**src/rtl/rcm_pkg.sv**
```systemverilog
package rcm_pkg;
  localparam logic [15:0] OFF_CTRL    = 16'h5004;
  localparam logic [15:0] OFF_BASE_LO = 16'h5008;
  localparam logic [15:0] OFF_BASE_HI = 16'h500C;
  localparam logic [15:0] OFF_SPAN_LO = 16'h5010;
  localparam logic [15:0] OFF_SPAN_HI = 16'h5014;

  // operation type code that requests clean-and-invalidate
  localparam logic [1:0] OP_CLEAN_INV = 2'd1;

  typedef enum logic [1:0] {W_IDLE, W_SEEK, W_FIN} walk_state_e;
endpackage

```
**src/rtl/rcm_csr.sv**
```systemverilog
module rcm_csr
  import rcm_pkg::*;
#(
  parameter int REG_AW = 16,
  parameter int ADDR_W = 64
) (
  input  logic              clk,
  input  logic              rst,
  input  logic              reg_wr,
  input  logic              reg_rd,
  input  logic [REG_AW-1:0] reg_addr,
  input  logic [31:0]       reg_wdata,
  input  logic              busy,
  output logic [31:0]       reg_rdata,
  output logic [ADDR_W-1:0] base_q,
  output logic [ADDR_W-1:0] span_q,
  output logic              launch,
  output logic              walk_en
);
  localparam int HI_W = ADDR_W - 32;

  logic [2:0]  mode_q;   // {type[1:0], range}
  logic        sel_ctrl;
  logic [31:0] rd_mux;

  assign sel_ctrl = (reg_addr == REG_AW'(OFF_CTRL));
  assign launch   = reg_wr && sel_ctrl && reg_wdata[0] && !busy;
  assign walk_en  = reg_wdata[1] && (reg_wdata[3:2] == OP_CLEAN_INV);

  always_ff @(posedge clk) begin
    if (rst) begin
      base_q <= '0;
      span_q <= '0;
      mode_q <= '0;
    end else if (reg_wr) begin
      if (reg_addr == REG_AW'(OFF_BASE_LO)) base_q[31:0]       <= reg_wdata;
      if (reg_addr == REG_AW'(OFF_BASE_HI)) base_q[ADDR_W-1:32] <= reg_wdata[HI_W-1:0];
      if (reg_addr == REG_AW'(OFF_SPAN_LO)) span_q[31:0]       <= reg_wdata;
      if (reg_addr == REG_AW'(OFF_SPAN_HI)) span_q[ADDR_W-1:32] <= reg_wdata[HI_W-1:0];
      if (sel_ctrl && !busy)                mode_q              <= reg_wdata[3:1];
    end
  end

  always_comb begin
    rd_mux = '0;
    if (reg_addr == REG_AW'(OFF_CTRL))    rd_mux = {28'd0, mode_q, busy};
    if (reg_addr == REG_AW'(OFF_BASE_LO)) rd_mux = base_q[31:0];
    if (reg_addr == REG_AW'(OFF_BASE_HI)) rd_mux = 32'(base_q[ADDR_W-1:32]);
    if (reg_addr == REG_AW'(OFF_SPAN_LO)) rd_mux = span_q[31:0];
    if (reg_addr == REG_AW'(OFF_SPAN_HI)) rd_mux = 32'(span_q[ADDR_W-1:32]);
  end

  always_ff @(posedge clk) begin
    if (rst)         reg_rdata <= '0;
    else if (reg_rd) reg_rdata <= rd_mux;
  end

  // stored mode bits never move while an operation runs
  a_r8_mode_frozen: assert property (@(posedge clk) disable iff (rst)
    busy && $past(busy) |-> $stable(mode_q));
endmodule

```
**src/rtl/rcm_walker.sv**
```systemverilog
module rcm_walker
  import rcm_pkg::*;
#(
  parameter int ADDR_W  = 64,
  parameter int GRAN_LG = 7
) (
  input  logic              clk,
  input  logic              rst,
  input  logic              launch,
  input  logic              walk_en,
  input  logic [ADDR_W-1:0] base_addr,
  input  logic [ADDR_W-1:0] last_off,
  input  logic              line_ack,
  input  logic              line_hit,
  output logic              line_req,
  output logic [ADDR_W-1:0] line_addr,
  output logic              wbi_valid,
  output logic [ADDR_W-1:0] wbi_addr,
  output logic              busy
);
  localparam int IDX_W = ADDR_W - GRAN_LG;

  walk_state_e      st;
  logic [IDX_W-1:0] cur_idx, end_idx, first_idx, last_idx;
  logic [ADDR_W:0]  sum;
  logic             at_end;
  logic             unused_low;

  always_comb begin
    sum       = {1'b0, base_addr} + {1'b0, last_off};
    first_idx = base_addr[ADDR_W-1:GRAN_LG];
    // a carry out of the top bit clamps the walk at the last granule
    last_idx  = sum[ADDR_W] ? '1 : sum[ADDR_W-1:GRAN_LG];
  end
  assign unused_low = ^{sum[GRAN_LG-1:0], base_addr[GRAN_LG-1:0]};

  assign at_end    = (cur_idx == end_idx);
  assign line_addr = {cur_idx, {GRAN_LG{1'b0}}};
  assign busy      = (st != W_IDLE);

  always_ff @(posedge clk) begin
    if (rst) begin
      st        <= W_IDLE;
      line_req  <= 1'b0;
      cur_idx   <= '0;
      end_idx   <= '0;
      wbi_valid <= 1'b0;
      wbi_addr  <= '0;
    end else begin
      wbi_valid <= 1'b0;
      case (st)
        W_IDLE: if (launch) begin
          if (walk_en) begin
            st       <= W_SEEK;
            line_req <= 1'b1;
            cur_idx  <= first_idx;
            end_idx  <= last_idx;
          end else begin
            st <= W_FIN;
          end
        end
        W_SEEK: if (line_ack) begin
          wbi_valid <= line_hit;
          wbi_addr  <= line_addr;
          if (at_end) begin
            st       <= W_IDLE;
            line_req <= 1'b0;
          end else begin
            cur_idx <= cur_idx + 1'b1;
          end
        end
        default: st <= W_IDLE;
      endcase
    end
  end

  // an unanswered request holds its address
  a_r5_hold: assert property (@(posedge clk) disable iff (rst)
    line_req && !line_ack |=> line_req && $stable(line_addr));
  // a writeback pulse always follows an accepted hit
  a_r6_cause: assert property (@(posedge clk) disable iff (rst)
    wbi_valid |-> $past(line_req && line_ack && line_hit));
  // no request is visible outside an operation
  a_r3_idle_quiet: assert property (@(posedge clk) disable iff (rst)
    !busy |-> !line_req);
  // the walk pointer never passes its end granule
  a_r9_bound: assert property (@(posedge clk) disable iff (rst)
    line_req |-> cur_idx <= end_idx);
  // consecutive requests only move upward
  a_r4_ascend: assert property (@(posedge clk) disable iff (rst)
    line_req && $past(line_req) |-> line_addr >= $past(line_addr));
endmodule

```
**src/rtl/rcm_engine.sv**
```systemverilog
module rcm_engine
  import rcm_pkg::*;
#(
  parameter int REG_AW  = 16,
  parameter int ADDR_W  = 64,
  parameter int GRAN_LG = 7
) (
  input  logic              clk,
  input  logic              rst,
  input  logic              reg_wr,
  input  logic              reg_rd,
  input  logic [REG_AW-1:0] reg_addr,
  input  logic [31:0]       reg_wdata,
  output logic [31:0]       reg_rdata,
  output logic              line_req,
  output logic [ADDR_W-1:0] line_addr,
  input  logic              line_ack,
  input  logic              line_hit,
  output logic              wbi_valid,
  output logic [ADDR_W-1:0] wbi_addr
);
  logic              busy, launch, walk_en;
  logic [ADDR_W-1:0] base_q, span_q;

  rcm_csr #(.REG_AW(REG_AW), .ADDR_W(ADDR_W)) u_csr (
    .clk(clk), .rst(rst), .reg_wr(reg_wr), .reg_rd(reg_rd),
    .reg_addr(reg_addr), .reg_wdata(reg_wdata), .busy(busy),
    .reg_rdata(reg_rdata), .base_q(base_q), .span_q(span_q),
    .launch(launch), .walk_en(walk_en)
  );

  rcm_walker #(.ADDR_W(ADDR_W), .GRAN_LG(GRAN_LG)) u_walk (
    .clk(clk), .rst(rst), .launch(launch), .walk_en(walk_en),
    .base_addr(base_q), .last_off(span_q),
    .line_ack(line_ack), .line_hit(line_hit),
    .line_req(line_req), .line_addr(line_addr),
    .wbi_valid(wbi_valid), .wbi_addr(wbi_addr), .busy(busy)
  );

  // busy only rises after an enabling control write
  a_r1_launch: assert property (@(posedge clk) disable iff (rst)
    $rose(busy) |-> $past(reg_wr && reg_addr == REG_AW'(OFF_CTRL) && reg_wdata[0]));
endmodule

```
**config.mk**
```make
export PLATFORM = sky130hd
export DESIGN_NAME = rcm_engine
export DESIGN_NICKNAME = d
export VERILOG_FILES = /design/src/rtl/rcm_pkg.sv /design/src/rtl/rcm_csr.sv /design/src/rtl/rcm_walker.sv /design/src/rtl/rcm_engine.sv
export SDC_FILE = /design/constraint.sdc
export NUM_CORES = 1
export LEC_CHECK = 0
export ABC_AREA = 1
export BUFFER_PORTS_ARGS = -buffer_cell sky130_fd_sc_hd__buf_2
export CAP_MARGIN = 20
export CORE_MARGIN = 5
export CORE_UTILIZATION = 25
export DETAILED_ROUTE_END_ITERATION = 10
export SLEW_MARGIN = 20
export SYNTH_ARGS = -nofsm -noshare
export SYNTH_HDL_FRONTEND = slang
export SYNTH_HIERARCHICAL = 1
export SYNTH_SLANG_ARGS = --single-unit
```
**constraint.sdc**
```tcl
create_clock -name clk -period 3.1 [get_ports clk]
set_input_delay 0.155 -clock clk [delete_from_list [all_inputs] [get_ports clk]]
set_output_delay 0.155 -clock clk [all_outputs]
set_load 0.05 [all_outputs]
```
# Word level (Yosys, flattened, before mapping)
# Cells that the tools add are included.
[op_classes] n_addsub=2 n_eq_ne=13 mux=21 bitwise_logic=2 reduce_logical=20
[op_table] cell="$mux W57" n=5
[op_table] cell="$mux W32" n=4
[op_table] cell="$pmux W57 S2" n=1
[op_table] cell="$eq A16 B15 Y1 const B" n=5
[op_table] cell="$add A64 B64 Y65" n=1
[op_table] cell="$add A57 B1 Y57 const B" n=1
[op_table] cell="$eq A57 B57 Y1" n=1
[op_table] cell="$reduce_and A2 Y1" n=6
[op_table] cell="$reduce_and A5 Y1" n=2
[op_table] cell="$mux W2" n=4
[op_table] cell="$ne A2 B2 Y1 const B" n=4
[op_table] cell="$reduce_and A3 Y1" n=2
[op_table] cell="$logic_and A1 B1 Y1" n=5
[op_table] cell="$eq A2 B1 Y1 const B" n=2
[op_table] cell="$mux W1" n=4
[op_table] cell="$mux W4" n=1
[op_table] cell="$pmux W2 S2" n=1
[op_table] cell="$reduce_bool A2 Y1" n=2
[op_table] cell="$reduce_or A3 Y1" n=1
[op_table] cell="$logic_not A2 Y1" n=1
[op_table] cell="$ne A2 B1 Y1 const B" n=1
[op_table] cell="$not A1 Y1" n=2
[op_table] cell="$pmux W1 S2" n=1
[op_table] cell="$logic_not A1 Y1" n=1
[totals] register_bits=338 input_bits=54 word_cells=70

# Logic depth before layout (Yosys ltp)
[logic_depth] word_depth=6 ltp_mapped=18 depth_no_buf=17

# Modules after synthesis
# Netlist, hierarchy kept.
[by_module_without_submodules] mod="rcm_walker" instances=1 cells_per_inst=2842 area_each_um2=15479.8 seq_area_each_um2=3503.4
[by_module_without_submodules] mod="rcm_csr" instances=1 cells_per_inst=875 area_each_um2=6671.4 seq_area_each_um2=3263.1

# Worst setup path before layout
# Ideal clock, no wire load.
[synth_timing] path_kind="input to register" from="input reg_addr[9]" to="register u_walk.end_idx[20]" arrival_ps=2169 required_ps=2985 slack_ps=815 path_stages=17 n_path_buf=3 cell_sequence="nor2_1 > nand2_1 > nor2_4 > buf_4 > buf_4 > nand3_2 > nor2_1 > nand4_2 > nor2_1 > nand3_1 > nor2_1 > nand2_1 > inv_2 > nand2_2 > buf_4 > o21ai_0 > inv_1"
[synth_between] elab_chain_cells=5
[synth_rtl] element="from (decl)" line="rcm_engine.sv:12" rtl="input logic [REG_AW-1:0] reg_addr,"
[synth_rtl] element="$eq A16 B15 Y1" line="rcm_csr.sv:26" rtl="assign sel_ctrl = (reg_addr == REG_AW'(OFF_CTRL));"
[synth_rtl] element="$logic_and A1 B1 Y1 (3 in a row)" line="rcm_csr.sv:27" rtl="assign launch = reg_wr && sel_ctrl && reg_wdata[0] && !busy;"
[synth_rtl] element="named net launch" line="rcm_engine.sv:22" rtl="logic busy, launch, walk_en;"
[synth_rtl] element="$reduce_and A3 Y1 (no line)"
[synth_rtl] element="to (signal assigned)" line="rcm_walker.sv:57" rtl="end_idx <= last_idx;"
[synth_rtl] element="to (decl)" line="rcm_walker.sv:24" rtl="logic [IDX_W-1:0] cur_idx, end_idx, first_idx, last_idx;"
# The timed path passes the listed nets, and every way through them passes these cells.
# A chain may end at the register's enable or synchronous reset.

# Worst setup path in the final report
[layout_timing] from="register u_walk.cur_idx[4]" to="register u_walk.cur_idx[37]"
[layout_between] elab_chain_cells=4
[layout_rtl] element="from (decl)" line="rcm_walker.sv:24"
[layout_rtl] element="from (signal assigned)" line="rcm_walker.sv:56" rtl="cur_idx <= first_idx;"
[layout_rtl] element="from (signal assigned)" line="rcm_walker.sv:69" rtl="cur_idx <= cur_idx + 1'b1;"
[layout_rtl] element="$add A57 B1 Y57" line="rcm_walker.sv:69"
[layout_rtl] element="$mux W57" line="rcm_walker.sv:65" rtl="if (at_end) begin"
[layout_rtl] element="$mux W57" line="rcm_walker.sv:62" rtl="W_SEEK: if (line_ack) begin"
[layout_rtl] element="$pmux W57 S2" line="rcm_walker.sv:51" rtl="case (st)"
# Parallel ways exist; a longest one is shown, timed or not. The select of a mux whose other input is x is not followed.

==> results.tsv <==
stage	metric	value	unit
yosys	synth_async_sr_flop_share	0	%
final_layout	final_cells	5125	
floorplanning	rows	109	
run_status	status	finished, final reports clean	
power_and_ir_drop	combPwrFrac	2.9	%
floorplanning	die_x	307.7	µm
critical_path	crit_path_end_kind	flop	
critical_path	path_delay_family	simple AND/OR/NAND/NOR gates	
place	dpl_cell_area	24580	µm²
sta	fin_tns_setup	0	ps
global_routing	grt_pass1_vias	22980	
global_routing	grt_max_degree	106	
clocking	h-tree-depth	2	
sta	setup_ws	322.7	ps
power_and_ir_drop	sw_frac_of_total	23.90	%
power_and_ir_drop	p_per_area	384.6	nW/µm²
sta	slew_violations	0	
clocking	postCtsSetupBuffers	0	
sta	rsz0062_at_grt	false	
clocking	cts_tree	done	
global_routing	antenna_found_initial	7	
floorplanning	pin_count	216	
global_routing	overflow	0	
place	post-dp-hpwl	81740	µm
critical_path	startpoint_type	flop	
route	route.detailed.drc	0	
clocking	cts.sinks	338	
flow_run	drv_cap	0	
route	vias	24830	
global_routing	grt_pass1_wl	149500	µm
power_and_ir_drop	ir_drop	0.0003372	V
yosys	synth-edff-count	0	
clocking	clock_latency	620	ps
place	gp_congestion	1.104	
yosys	seq_area_frac_synth	30.55	%
final_layout	design_area	26490	µm²
final_layout	seqCellArea	6766	µm²
critical_path	slowest_stage	dfxtp_1	
critical_path	worstPathArrival	3290	ps
route	drt_first_pass_iters	6	
critical_path	critPathMaxFanout	7	
final_layout	fin_nets	4041	
power_and_ir_drop	intPower	7.753	mW
critical_path	worstPathBufferInverterCount	0	
route	wl_per_cell	20.03	µm
sta	finalCritPeriodShare	89.59	%
power_and_ir_drop	leakagePower	12.82	nW
critical_path	max_stage_delay	610	ps
final_layout	area_growth	19.59	%
hold_path	hp-class	input port to flop	
clocking	clk_pin_slew	70	ps
floorplanning	design.core.area	88100	µm²
route	drt-initial-drc-count	2961	
floorplanning	initial_core_util	25.14	%
global_routing	grt_usage	20.69	%
yosys	yosys_warnings	6	
yosys	postSynthCellCount	3717	
place	place_ws	373.0	ps
place	io_buffers	201	
clocking	clock_path_buffers	3	
route	postRouteAntennaNets	0	
critical_path	required	3610	ps
sta	hold_violations	0	
final_layout	nFillCells	9947	
yosys	synth_cell_type_count	41	
sta	worst_slew_pin_slew	1047	ps
critical_path	worstPathCellList	nand2_1, nor2_1, nand3_1, nor2_1, nand2_1, nor3_1, nand2_1, o21ai_0, nand3_1, nand2_1, a21oi_1	
final_layout	drive_above_1_share	10.33	%
route	via_per_inst	4.845	
power_and_ir_drop	seq_power_share	42.6	%
route	wirelength	102600	µm
power_and_ir_drop	clockPowerShare	54.5	%
power_and_ir_drop	switching_power	2.436	mW
floorplanning	dieArea	94660	µm²
sta	min_period	2777	ps
yosys	netlist_area	22150	µm²
sta	max_freq	0.3601	GHz
yosys	ys_seq_elements	338	
yosys	ys.flop_type	dfxtp_1	
critical_path	critical_path_class	flop to flop	
place	dp.cells	5009	
floorplanning	die_height	307.7	µm
critical_path	crit_top_cell	nand2_1	
sta	relSlewSlack	30.21	%
final_layout	multi_input_area	12590	µm²
sta	clock_skew	49.31	ps
clocking	post_cts_resized	0	
yosys	avgSynthCellArea	5.959	µm²
power_and_ir_drop	finalPower	10.19	mW
sta	setup_violations	0	
clocking	numCtsBuffers	43	
clocking	ctsHoldBuffers	34	
clocking	root_buffer	clkbuf_16	
[metal layers]
metal | GRT usage [%] | part of all wire, % | vias to the layer above
met3 | 3.040 | 8.5 | 179
met5 | 0 | 0.015 | -
li1 | - | - | 12030
met1 | 29.63 | 45 | 11490
met2 | 31.36 | 42 | 1134
met4 | 7.957 | 4.5 | 2
[state kept, by name, summed over array words and instances, names as in the netlist]
register,cells
u_csr/base_q,64
u_csr/mode_q,3
u_csr/reg_rdata,32
u_csr/span_q,64
u_walk/cur_idx,57
u_walk/end_idx,57
u_walk/line_req,1
u_walk/st,2
u_walk/wbi_addr,57
u_walk/wbi_valid,1
[final cells by class]
type,instances,share of cell area (%)
timing repair buffer,335,8.270
multi-input combinational,2697,47.54
inverter,508,7.203
sequential,338,25.54
clock buffer,57,4.638
tap,1165,5.502
clock inverter,23,1.289
antenna,2,0.01889
[path summary, 6_finish.rpt]
check,start,endpoint,slack [ps],depth (start not counted)
max,u_walk/cur_idx[4],u_walk/cur_idx[37],320,11
min,reg_rd,u_csr/reg_rdata[20],120,4
max reg2reg,u_walk/cur_idx[4],u_walk/cur_idx[37],320,11
min reg2reg,u_walk/wbi_addr[20],u_walk/wbi_addr[20],460,2
[per-stage QoR]
stage	hold slack [ps]	util, %
floorplan	283.3	-
global placement	389.0	27.89
detailed placement	395.3	27.89
CTS	102.9	30.06
global route	121.4	30.06
finish	120.4	30.07
[cells in the final DEF, fill, tap and decap left out, types with 2 or more instances in the layout]
cell type      Yosys  layout
diode_2            0       2
nor2_2             6       6
ha_1              64      64
buf_12             0       7
xnor2_1           34      34
clkinv_2           1       3
buf_4             30      93
inv_6              0       2
o21ai_1           70      70
clkbuf_16          0      43
bufinv_16          0       6
nor2_4             3       4
nor3_1            22      22
nor4_1             4       4
and2_1             2       2
nand2_2            4       5
o21bai_1           4       4
nand3_1          278     278
inv_1            503     501
nand4_1           41      41
nor3_4             2       2
o21ai_0          156     156
o31ai_1            3       3
xor2_1            70      70
conb_1             1      14
nand2_1         1156    1155
buf_2             32     200
inv_2              4       6
dlygate4sd3_1      0      34
clkbuf_1         100       4
nor2_1           423     422
a211oi_1           3       3
a21oi_1          321     321
clkbuf_8           0      10
dfxtp_1          338     338
clkinvlp_4         0       7
clkinv_4           0       4
nand3_2            2       2
nand3b_1           6       6
[cell usage after synthesis, types with 2 or more instances]
library cell	number	area (µm²)
clkbuf_2	4	20.02
inv_1	503	1888
o21ai_0	156	780.8
nand3_2	2	20.02
o31ai_1	3	22.52
buf_1	10	37.54
nand4_1	41	256.5
nor2_4	3	33.78
nand3_1	278	1391
xnor2_1	34	297.8
buf_6	11	123.9
nor3_1	22	110.1
and2_1	2	12.51
nand3b_1	6	45.04
nand2_2	4	25.02
buf_2	32	160.2
a21oi_1	321	1607
o21bai_1	4	30.03
nor2_2	6	37.54
nor4_1	4	25.02
buf_4	30	225.2
nor3_4	2	32.53
or2_1	2	12.51
o21ai_1	70	350.3
ha_1	64	800.8
inv_2	4	15.01
nor2_1	423	1588
nand2_1	1156	4339
xor2_1	70	613.1
dfxtp_1	338	6766
a211oi_1	3	22.52
clkbuf_1	100	375.4
[cell families (layout without fill, tap and decap cells)]
| logic type | Yosys count | in the layout | synth area share (%) |
|---|---|---|---|
| simple gates | 1956 | 1956 | 36.07 |
| other cells | 1 | 16 | 0.01693 |
| buf+inv | 695 | 923 | 12.87 |
| fa+ha+maj | 64 | 64 | 3.615 |
| compound gates | 559 | 559 | 12.77 |
| xor+xnor | 104 | 104 | 4.112 |
| flops | 338 | 338 | 30.55 |
[worst min-delay path, stage by stage]
cell	delay [ps]
buf_2	100
inv_2	230
nand2_1	130
a21oi_1	60
[power by group through the flow]
stage	registers, mW	logic (mW)	clock network [mW]
2_1_floorplan	4.44	0.170	0
3_3_place_gp	4.44	0.265	0
3_5_place_dp	4.44	0.264	0
4_1_cts	4.34	0.298	5.69
5_1_grt	4.34	0.321	5.85
6_report	4.34	0.296	5.55
(Power assumes the default switching activity.)
